===== src/rtl/pipe_hazard_pkg.sv =====
package pipe_hazard_pkg;

  typedef enum logic [1:0] {
    CLS_ALU   = 2'd0,
    CLS_LOAD  = 2'd1,
    CLS_STORE = 2'd2,
    CLS_NONE  = 2'd3
  } icls_e;

  typedef enum logic [1:0] {
    FWD_RF  = 2'b00,
    FWD_EXO = 2'b01,
    FWD_MAO = 2'b10
  } fwd_e;

  // An instruction class that produces a register result
  function automatic logic cls_writes(input logic [1:0] c);
    return (c == CLS_ALU) || (c == CLS_LOAD);
  endfunction

endpackage


===== src/rtl/hz_reg_file.sv =====
module hz_reg_file #(
  parameter int NREG  = 8,
  parameter int XLEN  = 16,
  parameter int NRD   = 2,
  localparam int IW   = $clog2(NREG)
) (
  input  logic                      clk,
  input  logic                      wr_en,
  input  logic [IW-1:0]             wr_idx,
  input  logic [XLEN-1:0]           wr_data,
  input  logic [NRD-1:0][IW-1:0]    rd_idx,
  output logic [NRD-1:0][XLEN-1:0]  rd_data
);

  logic [XLEN-1:0] mem [NREG];

  // Storage array: no reset, written at the clock edge
  always_ff @(posedge clk) begin
    if (wr_en) begin
      mem[wr_idx] <= wr_data;
    end
  end

  // first-half write, second-half read seen as write-through
  for (genvar p = 0; p < NRD; p++) begin : g_rd
    assign rd_data[p] = (wr_en && (wr_idx == rd_idx[p])) ? wr_data : mem[rd_idx[p]];
  end

endmodule


===== src/rtl/hz_operand_pick.sv =====
module hz_operand_pick
  import pipe_hazard_pkg::*;
#(
  parameter int IW = 3
) (
  input  logic          used,
  input  logic          no_bypass,
  input  logic [IW-1:0] src,
  input  logic          ex_wr,
  input  logic          ex_load,
  input  logic [IW-1:0] ex_dst,
  input  logic          ma_wr,
  input  logic [IW-1:0] ma_dst,
  output logic          hold,
  output logic [1:0]    sel
);

  logic hit_ex;
  logic hit_ma;

  assign hit_ex = used && ex_wr && (ex_dst == src);
  assign hit_ma = used && ma_wr && (ma_dst == src);

  always_comb begin
    hold = 1'b0;
    sel  = FWD_RF;
    if (hit_ex) begin
      // younger producer first; R5: load data not ready yet
      if (no_bypass || ex_load) begin
        hold = 1'b1;
      end else begin
        sel = FWD_EXO;
      end
    end else if (hit_ma) begin
      // store data waits for the split-phase read
      if (no_bypass) begin
        hold = 1'b1;
      end else begin
        sel = FWD_MAO;
      end
    end
  end

endmodule


===== src/rtl/hz_sel_reg.sv =====
module hz_sel_reg #(
  parameter int NOP = 2,
  parameter int SW  = 2
) (
  input  logic                   clk,
  input  logic                   rst_n,
  input  logic                   clr,
  input  logic [NOP-1:0][SW-1:0] sel_in,
  output logic [NOP-1:0][SW-1:0] sel_q
);

  logic [NOP-1:0][SW-1:0] sel_d;

  // Next state: a bubble or an empty decode slot carries no bypass
  always_comb begin
    sel_d = clr ? '0 : sel_in;
  end

  always_ff @(posedge clk or negedge rst_n) begin
    if (!rst_n) begin
      sel_q <= '0;
    end else begin
      sel_q <= sel_d;
    end
  end

endmodule


===== src/rtl/pipe_hazard_unit.sv =====
module pipe_hazard_unit
  import pipe_hazard_pkg::*;
#(
  parameter int  NREG = 8,
  parameter int  XLEN = 16,
  localparam int IW   = $clog2(NREG)
) (
  input  logic            clk,
  input  logic            rst_n,
  input  logic            id_valid,
  input  logic [1:0]      id_cls,
  input  logic [IW-1:0]   id_src_a,
  input  logic [IW-1:0]   id_src_b,
  input  logic            ex_valid,
  input  logic [1:0]      ex_cls,
  input  logic [IW-1:0]   ex_dst,
  input  logic            ma_valid,
  input  logic [1:0]      ma_cls,
  input  logic [IW-1:0]   ma_dst,
  input  logic            wb_we,
  input  logic [IW-1:0]   wb_idx,
  input  logic [XLEN-1:0] wb_data,
  output logic            stall_if,
  output logic            stall_id,
  output logic            bubble_ex,
  output logic [1:0]      ex_sel_a,
  output logic [1:0]      ex_sel_b,
  output logic [XLEN-1:0] rd_data_a,
  output logic [XLEN-1:0] rd_data_b
);

  localparam int NOP = 2;
  localparam int SW  = 2;

  logic                   ex_wr;
  logic                   ex_load;
  logic                   ma_wr;
  logic [NOP-1:0]         used;
  logic [NOP-1:0]         no_byp;
  logic [NOP-1:0]         hold;
  logic [NOP-1:0][IW-1:0] src;
  logic [NOP-1:0][SW-1:0] pick;
  logic [NOP-1:0][SW-1:0] sel_q;
  logic [NOP-1:0][XLEN-1:0] rdat;
  logic                   stall;

  // only valid writing classes are producers
  assign ex_wr   = ex_valid && cls_writes(ex_cls);
  assign ex_load = ex_valid && (ex_cls == CLS_LOAD);
  assign ma_wr   = ma_valid && cls_writes(ma_cls);

  assign src[0] = id_src_a;
  assign src[1] = id_src_b;

  // which decode sources are actually read
  assign used[0]   = id_valid && (id_cls != CLS_NONE);
  assign used[1]   = id_valid && ((id_cls == CLS_ALU) || (id_cls == CLS_STORE));
  assign no_byp[0] = 1'b0;
  assign no_byp[1] = (id_cls == CLS_STORE);

  for (genvar g = 0; g < NOP; g++) begin : g_op
    hz_operand_pick #(.IW(IW)) u_pick (
      .used      (used[g]),
      .no_bypass (no_byp[g]),
      .src       (src[g]),
      .ex_wr     (ex_wr),
      .ex_load   (ex_load),
      .ex_dst    (ex_dst),
      .ma_wr     (ma_wr),
      .ma_dst    (ma_dst),
      .hold      (hold[g]),
      .sel       (pick[g])
    );
  end

  // one hold freezes fetch and decode and feeds a bubble
  assign stall     = |hold;
  assign stall_if  = stall;
  assign stall_id  = stall;
  assign bubble_ex = stall;

  hz_sel_reg #(.NOP(NOP), .SW(SW)) u_sel (
    .clk    (clk),
    .rst_n  (rst_n),
    .clr    (stall || !id_valid),
    .sel_in (pick),
    .sel_q  (sel_q)
  );

  assign ex_sel_a = sel_q[0];
  assign ex_sel_b = sel_q[1];

  hz_reg_file #(.NREG(NREG), .XLEN(XLEN), .NRD(NOP)) u_rf (
    .clk     (clk),
    .wr_en   (wb_we),
    .wr_idx  (wb_idx),
    .wr_data (wb_data),
    .rd_idx  (src),
    .rd_data (rdat)
  );

  assign rd_data_a = rdat[0];
  assign rd_data_b = rdat[1];

endmodule


===== config.mk =====
export PLATFORM = sky130hd
export DESIGN_NAME = pipe_hazard_unit
export DESIGN_NICKNAME = d
export VERILOG_FILES = /design/src/rtl/pipe_hazard_pkg.sv /design/src/rtl/hz_reg_file.sv /design/src/rtl/hz_operand_pick.sv /design/src/rtl/hz_sel_reg.sv /design/src/rtl/pipe_hazard_unit.sv
export SDC_FILE = /design/constraint.sdc
export NUM_CORES = 1
export LEC_CHECK = 0
export ABC_CLOCK_PERIOD_IN_PS = 1800
export BUFFER_PORTS_ARGS = -buffer_cell sky130_fd_sc_hd__buf_2
export CAP_MARGIN = 20
export CORE_MARGIN = 1
export CORE_UTILIZATION = 35
export DETAILED_ROUTE_END_ITERATION = 16
export GPL_TIMING_DRIVEN = 1
export PLACE_DENSITY_LB_ADDON = 0.2
export SLEW_MARGIN = 0
export SYNTH_ARGS = -nofsm -noshare
export SYNTH_HDL_FRONTEND = slang
export SYNTH_SLANG_ARGS = --single-unit

===== constraint.sdc =====
create_clock -name clk -period 1.8 [get_ports clk]
set_input_delay 0.18 -clock clk [delete_from_list [all_inputs] [get_ports clk]]
set_output_delay 0.18 -clock clk [all_outputs]
set_load 0.02 [all_outputs]

==> results.json, run 1 <==
{
  "post_cts.repair.setup_buffers": 0,
  "maxCapViolCount": 0,
  "pwr-share-comb_pct": 14.0,
  "htreeDepth": 4,
  "min_period_ns": 1.92,
  "yosys.area.top_type": "edfxtp_1",
  "slew_headroom_pct": 77.4,
  "gp_congestion": 0.740,
  "crit_arrival_ns": 1.74,
  "antenna_cells": 0,
  "ys_top_cells_by_count": "edfxtp_1 (128), nor2_1 (40), a21oi_1 (34)",
  "row_count": 50,
  "fp.coreArea_mm2": 0.0188,
  "postPlaceCellArea_mm2": 0.00760,
  "yosysWarnings": 0,
  "synth_top_area_share_pct": 56.9,
  "syn_area_per_cell_um2": 17.8,
  "p_leak_uw": 0.00286,
  "ys_top_cells_by_area": "edfxtp_1 (57%), mux4_1 (12%), mux4_2 (11%), mux2i_1 (4.7%), a21oi_1 (2.5%)",
  "hold_path_end": "u_sel.sel_q[0]$_DFF_PN0_",
  "grt_pass1_vias": 4138,
  "fillCellCount": 1699,
  "pwr-share-clk_pct": 40.5,
  "dr_total_vias": 3860,
  "cts_made_buffers": 17,
  "synth_cell_type_count": 30,
  "status": "complete, but fails checks",
  "seqPwrFrac_pct": 45.5,
  "synth_edf_count": 128,
  "crit_path_cell_trace": "mux4_2 > mux2i_2 > a21oi_2 > buf_2",
  "violations": "negative setup slack",
  "finalPower_uw": 7730,
  "p_switching_uw": 1860,
  "crit_type": "flop to output port",
  "cpPeakStageDelay_ns": 0.49,
  "ir_drop_mv": 0.671,
  "rsz0062_at_grt": "yes",
  "hold_path_class": "primary input to flop",
  "powerDensity_mw_per_mm2": 943,
  "antenna_found_initial": 0,
  "post-route-cell-area_mm2": 0.00820,
  "grt_pass1_wl_mm": 24.5,
  "dpl.hpwl_mm": 9.90,
  "ys_seq_area_share_pct": 58.4,
  "via_per_inst": 5.15,
  "portBuffers": 80,
  "cp.required_ns": 1.62,
  "cts_tree": "done",
  "dieWidth_um": 141,
  "end_kind": "output port",
  "yosysMostFrequentCell": "edfxtp_1",
  "drc": 0,
  "slew_viol_final": 0,
  "ant_nets": 0,
  "fmax_mhz": 521,
  "cp_top_family": "multiplexers",
  "ys_async_sr_fraction_pct": 3.03,
  "synth_ff_type": "edfxtp_1",
  "nets": 520,
  "start_util_pct": 35.9,
  "min_path_cells": 2,
  "worst_pin_slew_ns": 0.336,
  "area_delta_synth_final_pct": 21.3,
  "wl_mm": 16.1,
  "start_kind": "flop",
  "syn_area_mm2": 0.00676,
  "crit_fanout": 2,
  "synthCells": 379,
  "cts.path.max_buffers": 2,
  "cpMaxStageDelayCell": "mux4_2",
  "wl_per_cell_um": 21.4,
  "grtUsageTotal_pct": 17.2,
  "min_from": "id_valid",
  "overflow": 0,
  "synth_nets": 422,
  "dpl_worst_slack_ns": -0.0799,
  "cts_root_buffer": "clkbuf_16",
  "hold_slack_ns": 0.0655,
  "grt_max_degree": 33,
  "p_int_uw": 5860,
  "setup_viol": 32,
  "worst-path-buf-inv": 1,
  "dieArea_mm2": 0.0199,
  "drive_above_1_share_pct": 45.3,
  "firstDrtPassIters": 4,
  "switching_share_pct": 24.1,
  "fin_crit_sh_pct": 107,
  "clk_pin_slew_ns": 0.06,
  "die_h_um": 141,
  "clkSinkCount": 132,
  "worst_slack_ns": -0.121,
  "ioPinCount": 82,
  "tns_ns": -2.07,
  "ys_ff_latch": 132,
  "drt_iter0_markers": 325,
  "hold_viol": 0
}
## per-layer routing
layer,vias to the layer above,wire (µm),GRT usage (%)
met4,0,97,4.23
met3,6,900,4.11
met5,-,0,0
li1,1741,-,-
met2,124,7720,27.5
met1,1989,7340,23.7
## registers in the layout, summed over array words and instances, names as in the netlist
| signal | cells |
|---|---|
| u_rf.mem | 128 |
| u_sel.sel_q | 4 |
## cell families (layout without fill, tap and decap cells)
family,after synthesis,after routing,share of synthesized area (%)
flip-flops,132,132,58.4
buffers and inverters,32,143,3.44
multiplexers,96,96,27.8
AND/OR/NAND/NOR,62,62,4.83
XOR/XNOR,18,18,2.33
AO/OA/AOI/OAI,39,39,3.22
## power groups by stage
stage | logic, µW | registers [µW] | clock network [µW]
floorplan | 639 | 3560 | 0
global placement | 984 | 3570 | 0
detailed placement | 997 | 3570 | 0
CTS | 1060 | 3510 | 3190
global route | 1170 | 3520 | 3310
finish | 1090 | 3510 | 3130
## how the worst max path moves through the flow
| stage | depth (start not counted) | from | endpoint |
|---|---|---|---|
| after floorplan | 2 | wb_idx[1] | u_rf.mem[0][0]$_DFFE_PP_ |
| after global placement | 6 | id_src_a[0] | rd_data_a[6] |
| after detailed placement | 6 | id_src_a[0] | rd_data_a[8] |
| after CTS | 4 | u_rf.mem[4][3]$_DFFE_PP_ | rd_data_b[3] |
| after global routing | 4 | u_rf.mem[4][3]$_DFFE_PP_ | rd_data_b[3] |
| final | 4 | u_rf.mem[7][5]$_DFFE_PP_ | rd_data_a[5] |
## per-stage QoR
step,std cells,utilization [%]
finish,750,43.5
global route,750,43.5
CTS,750,43.0
detailed placement,717,40.3
global placement,717,40.3
floorplan,379,-
## final cells by class
class / instances / area [µm²] / area share [%]
sequential: 132 / 3940 / 48.1
inverter: 2 / 7.51 / 0.0916
multi-input combinational: 215 / 2560 / 31.3
tap: 260 / 325 / 3.97
clock buffer: 18 / 429 / 5.24
timing repair buffer: 109 / 812 / 9.91
clock inverter: 14 / 114 / 1.39
## what timing repair did
action	in CTS	in global routing
resized for setup	56	22
hold buffers	1	0
pin swaps	22	11
endpoints found under the setup margin	32	35
hold endpoints to repair	4	0
## layout by cell type (no fill, tap or decap), types with 5 or more instances in the layout
cell        count
buf_12          9
nor2_1         40
buf_4          42
a21oi_2         6
xor2_1          9
buf_2          53
xnor2_1         9
mux4_2         64
clkbuf_16      17
mux2i_1        25
clkinv_2        5
a21oi_1        28
clkinvlp_4      5
edfxtp_1      128
No activity file was read; power rests on OpenSTA's default activity.
==> run 2, diff against run 1 <==
--- a/config.mk
+++ b/config.mk
@@ -7,2 +7,3 @@
 export LEC_CHECK = 0
+export ABC_AREA = 1
 export ABC_CLOCK_PERIOD_IN_PS = 1800
@@ -10,3 +11,3 @@
 export CAP_MARGIN = 20
-export CORE_MARGIN = 1
+export CORE_MARGIN = 2
 export CORE_UTILIZATION = 35
--- a/constraint.sdc
+++ b/constraint.sdc
@@ -3,2 +3,2 @@
 set_output_delay 0.18 -clock clk [all_outputs]
-set_load 0.02 [all_outputs]
+set_load 0.005 [all_outputs]
==> results.json, run 2 <==
{
  "status": "complete, no violations",
  "via_per_inst": 5.08,
  "dr_total_vias": 5778,
  "yosysWarnings": 0,
  "dieWidth_um": 147,
  "ir_drop_mv": 0.647,
  "powerDensity_mw_per_mm2": 918,
  "end_kind": "output port",
  "cts_resized": 0,
  "row_count": 52,
  "start_util_pct": 35.5,
  "ys_seq_area_share_pct": 55.3,
  "slew_headroom_pct": 72.4,
  "clk_pin_slew_ns": 0.05,
  "worst-path-buf-inv": 1,
  "syn_area_mm2": 0.00714,
  "nets": 898,
  "yosysMostFrequentCell": "nand2_1",
  "ys_top_cells_by_area": "edfxtp_1 (54%), nand2_1 (8.9%), nand3_1 (6.7%), o211ai_1 (6.5%), o21ai_0 (4.8%)",
  "cpPeakStageDelay_ns": 0.38,
  "wl_mm": 19.4,
  "grt_max_degree": 95,
  "drt_iter0_markers": 387,
  "tns_ns": 0,
  "synth_top_area_share_pct": 53.9,
  "rsz0062_at_grt": "no",
  "synth_cell_type_count": 26,
  "portBuffers": 80,
  "p_leak_uw": 0.00338,
  "postPlaceCellArea_mm2": 0.00782,
  "synthCells": 779,
  "ys_ff_latch": 132,
  "final_common_cell": "nand2_1",
  "fp.coreArea_mm2": 0.0201,
  "max_flop_register": "u_rf.mem",
  "ys_async_sr_fraction_pct": 3.03,
  "die_h_um": 147,
  "wl_per_cell_um": 17.0,
  "largest_reg_flops": 128,
  "cts_made_buffers": 17,
  "overflow": 0,
  "cts_tree": "done",
  "crit_path_cell_trace": "o21ai_0 > o22ai_1 > nand2_1 > nand2_1 > nand2_1 > nand2_1 > buf_2",
  "start_kind": "flop",
  "drc": 0,
  "antenna_found_initial": 0,
  "slew_viol_final": 0,
  "crit_type": "flop to output port",
  "grt_pass1_wl_mm": 29.7,
  "cp.required_ns": 1.62,
  "grt_pass1_vias": 5376,
  "worst_pin_slew_ns": 0.414,
  "firstDrtPassIters": 5,
  "crit_arrival_ns": 1.45,
  "hold_path_class": "primary input to flop",
  "ant_nets": 0,
  "synth_ff_type": "edfxtp_1",
  "fillCellCount": 1963,
  "min_period_ns": 1.63,
  "synth_nets": 822,
  "post-route-cell-area_mm2": 0.00838,
  "crit_fanout": 2,
  "ys_top_cells_by_count": "nand2_1 (169), edfxtp_1 (128), nand3_1 (95)",
  "drive_above_1_share_pct": 18.7,
  "clkSinkCount": 132,
  "gp_congestion": 0.804,
  "syn_area_per_cell_um2": 9.16,
  "cts.path.max_buffers": 2,
  "setup_viol": 0,
  "fin_crit_sh_pct": 90.6,
  "grtUsageTotal_pct": 18.2,
  "yosys.area.top_type": "edfxtp_1",
  "hold_viol": 0,
  "cpMaxStageDelayCell": "edfxtp_1",
  "dpl.hpwl_mm": 12.3,
  "area_delta_synth_final_pct": 17.4,
  "fmax_mhz": 613,
  "cts_root_buffer": "clkbuf_16",
  "layout_common_cells": "nand2_1 (169), edfxtp_1 (128), nand3_1 (95), buf_2 (78), inv_1 (76)",
  "cp_top_family": "flip-flops",
  "synth_edf_count": 128,
  "critical_path.most_common_cell": "nand2_1",
  "reg_top3": "u_rf.mem: 128 flops, u_sel.sel_q: 4 flops",
  "antenna_cells": 0,
  "ioPinCount": 82,
  "maxCapViolCount": 0,
  "dieArea_mm2": 0.0215,
  "htreeDepth": 4
}
run 2: cell count changes after synthesis, sizes merged, moves of 7 or more:
cell,delta
o211ai,+62
mux4,-64
buf,+19
xnor2,-7
inv,+81
mux2i,-32
nand3,+94
nor2,-8
xor2,-9
a21oi,+31
nand2,+169
o21ai,+70
run 2: cell families after synthesis:
family	Yosys count	share of synthesized area, %
compound gates	203	16.8
xor+xnor	2	0.245
flops	132	55.3
simple gates	304	18.1
buf+inv	138	9.62
run 2: cell type report:
type / count / area (µm²) / share of cell area, %
clock buffer: 20 / 437 / 5.21
clock inverter: 12 / 114 / 1.36
inverter: 83 / 324 / 3.87
multi-input combinational: 509 / 2530 / 30.1
sequential: 132 / 3940 / 47.1
tap: 270 / 338 / 4.03
timing repair buffer: 112 / 698 / 8.33
run 2: layer usage:
metal / vias to the layer above / global-route usage (%) / wire length, µm
li1: 2892 / - / -
met1: 2680 / 23.4 / 8710
met2: 184 / 30.8 / 9260
met3: 22 / 3.98 / 1080
met4: 0 / 5.83 / 332
met5: - / 0 / 0
run 2: path summary, 6_finish.rpt:
path | from | endpoint | slack, ns | cells after the start
max | u_rf.mem[5][14]$_DFFE_PP_ | rd_data_b[14] | 0.17 | 7
min | wb_data[8] | u_rf.mem[2][8]$_DFFE_PP_ | 0.06 | 1
max in group asynchronous | rst_n | u_sel.sel_q[1]$_DFF_PN0_ | 1.58 | 2
min in group asynchronous | rst_n | u_sel.sel_q[2]$_DFF_PN0_ | 0.11 | 2
run 2: stage by stage:
step / hold WS [ns] / utilization [%] / setup slack (ns) / std cells / total power (µW)
2_1_floorplan: -0.116 / - / 0.336 / 779 / 4150
4_1_cts: 0.0485 / 41.7 / 0.162 / 1138 / 7770
5_1_grt: 0.0719 / 41.7 / 0.0339 / 1138 / 8020
6_report: 0.0594 / 41.7 / 0.169 / 1138 / 7690
3_5_place_dp: -0.0142 / 38.9 / 0.185 / 1105 / 4520
3_3_place_gp: -0.0133 / 38.9 / 0.183 / 1105 / 4510
run 2: where the power goes:
part / leakage, µW / switching, µW / internal (µW)
Clock: 0.000272 / 1230 / 2010
Combinational: 0.00189 / 611 / 338
Sequential: 0.00122 / 29.1 / 3470
run 2: repair_timing:
| item | CTS | global route |
|---|---|---|
| hold buffers | 1 | 0 |
| setup buffers | 0 | 0 |
| hold endpoints to repair | 4 | 0 |
==> run 3, diff against run 2 <==
- ABC_AREA: 1 -> unset
- MAX_ROUTING_LAYER: unset -> met4
==> results.json, run 3 (same netlist as run 1, synthesis figures left out) <==
{
  "status": "complete, but fails checks",
  "violations": "negative setup slack",
  "numPlacedInstances": 715,
  "ioPinCount": 82,
  "slew_viol_final": 0,
  "p_int_uw": 5810,
  "cpMaxStageDelayCell": "mux4_2",
  "fmax_mhz": 522,
  "post-route-cell-area_mm2": 0.00803,
  "postPlaceCellArea_mm2": 0.00756,
  "cts.path.max_buffers": 2,
  "nets": 518,
  "wl_mm": 16.1,
  "p_switching_uw": 1760,
  "drive_above_1_share_pct": 42.8,
  "overflow": 0,
  "post_cts.repair.setup_buffers": 0,
  "seqPwrFrac_pct": 46.4,
  "cpPeakStageDelay_ns": 0.49,
  "drc": 0,
  "grt_pass1_vias": 4127,
  "fillCellCount": 1701,
  "gp_congestion": 0.789,
  "dpl_worst_slack_ns": -0.0239,
  "ant_nets": 0,
  "dieWidth_um": 143,
  "multi_input_area_mm2": 0.00250,
  "worst_pin_slew_ns": 0.343,
  "dr_total_vias": 3875,
  "dieArea_mm2": 0.0204,
  "crit_type": "flop to output port",
  "antenna_found_initial": 0,
  "htreeDepth": 4,
  "grt-busiest-layer": "met2",
  "switching_share_pct": 23.3,
  "setup_viol": 31,
  "grtUsageTotal_pct": 17.2,
  "slew_headroom_pct": 77.0,
  "reg_top3": "u_rf.mem: 128 flops, u_sel.sel_q: 4 flops",
  "grt_pass1_wl_mm": 24.7,
  "powerDensity_mw_per_mm2": 943,
  "p_leak_uw": 0.00282,
  "max_flop_register": "u_rf.mem",
  "seq_area_mm2": 0.00394,
  "rsz0062_at_grt": "yes",
  "ir_drop_mv": 0.870,
  "fp.coreArea_mm2": 0.0188,
  "cp.required_ns": 1.62,
  "use_met1_pct": 22.1,
  "drt_iter0_markers": 294,
  "die_h_um": 143,
  "met2_usage_pct": 27.5,
  "hold_path_class": "primary input to flop",
  "cts_made_buffers": 17,
  "firstDrtPassIters": 4,
  "cts_tree": "done",
  "wl_per_cell_um": 21.5,
  "pwr-share-clk_pct": 41.8,
  "fin_crit_sh_pct": 106,
  "largest_reg_flops": 128,
  "layoutNonFillerInstCount": 748,
  "grt_max_degree": 21,
  "crit_arrival_ns": 1.74,
  "area_delta_synth_final_pct": 18.8,
  "layout_common_cells": "edfxtp_1 (128), buf_2 (80), mux4_2 (64), nor2_1 (40), a21oi_1 (31)",
  "utilization_pct": 42.6,
  "crit_fanout": 2,
  "start_util_pct": 35.9,
  "worst_slack_ns": -0.117,
  "crit_path_cell_trace": "mux4_2 > mux2i_1 > a21oi_2 > buf_2",
  "hold_viol": 0,
  "clkSinkCount": 132,
  "cts_root_buffer": "clkbuf_16",
  "start_kind": "flop",
  "via_per_inst": 5.18,
  "clk_pin_slew_ns": 0.06,
  "min_period_ns": 1.92,
  "pwr-share-comb_pct": 11.8,
  "dpl.hpwl_mm": 10.0,
  "row_count": 50,
  "portBuffers": 80,
  "maxCapViolCount": 0,
  "end_kind": "output port",
  "antenna_cells": 0,
  "final_common_cell": "edfxtp_1",
  "gr-usage-met3_pct": 3.69
}
==> run 3: repair_timing <==
item,CTS,global route
gates resized for setup,32,5
endpoints found under the setup margin,32,35
gates cloned,0,0
endpoints found under the hold margin,4,0
hold buffers,1,0
pin swaps,25,14
==> run 3: worst paths after layout <==
check	from	endpoint	slack, ns	cells past startpoint
max in group asynchronous	rst_n	u_sel.sel_q[3]$_DFF_PN0_	1.60	2
setup / recovery	u_rf.mem[3][11]$_DFFE_PP_	rd_data_a[11]	-0.12	4
hold / removal	wb_data[6]	u_rf.mem[4][6]$_DFFE_PP_	0.06	1
min in group asynchronous	rst_n	u_sel.sel_q[1]$_DFF_PN0_	0.09	2
==> run 3: layout make-up <==
cell class / count / area share (%)
Multi-Input combinational cell: 215 / 31.2
Clock buffer: 20 / 5.44
Sequential cell: 132 / 49.1
Timing Repair Buffer: 107 / 8.79
Inverter: 2 / 0.0935
Tap cell: 260 / 4.05
Clock inverter: 12 / 1.33
==> run 3: routing by layer <==
metal | vias up | part of all wire, %
met5 | - | 0
met4 | 0 | 1.3
met3 | 19 | 5.6
met2 | 128 | 49
met1 | 1988 | 44
li1 | 1740 | -
==> run 3: per-stage QoR <==
stage	hold slack (ns)	TNS (ns)	total power, µW
after global placement	-0.0175	-0.00119	4430
after CTS	0.0393	-2.08	7630
after floorplan	-0.116	-4.83	4090
after global routing	0.0595	-4.16	7850
final	0.0550	-1.47	7570
after detailed placement	-0.0145	-0.0396	4450
==> run 3: power groups by stage <==
| stage | combinational [µW] | clock, µW | sequential (µW) |
|---|---|---|---|
| 6_report | 890 | 3170 | 3510 |
| 5_1_grt | 972 | 3360 | 3520 |
| 4_1_cts | 894 | 3220 | 3510 |
| 3_5_place_dp | 878 | 0 | 3570 |
| 3_3_place_gp | 866 | 0 | 3570 |
| 2_1_floorplan | 526 | 0 | 3560 |
==> run 3: critical path, delay by kind of cell (launching register included) <==
kind            cells  cell delay [ns]
buf+inv             1             0.14
compound gates      1             0.11
flops               1             0.40
mux                 2             0.68
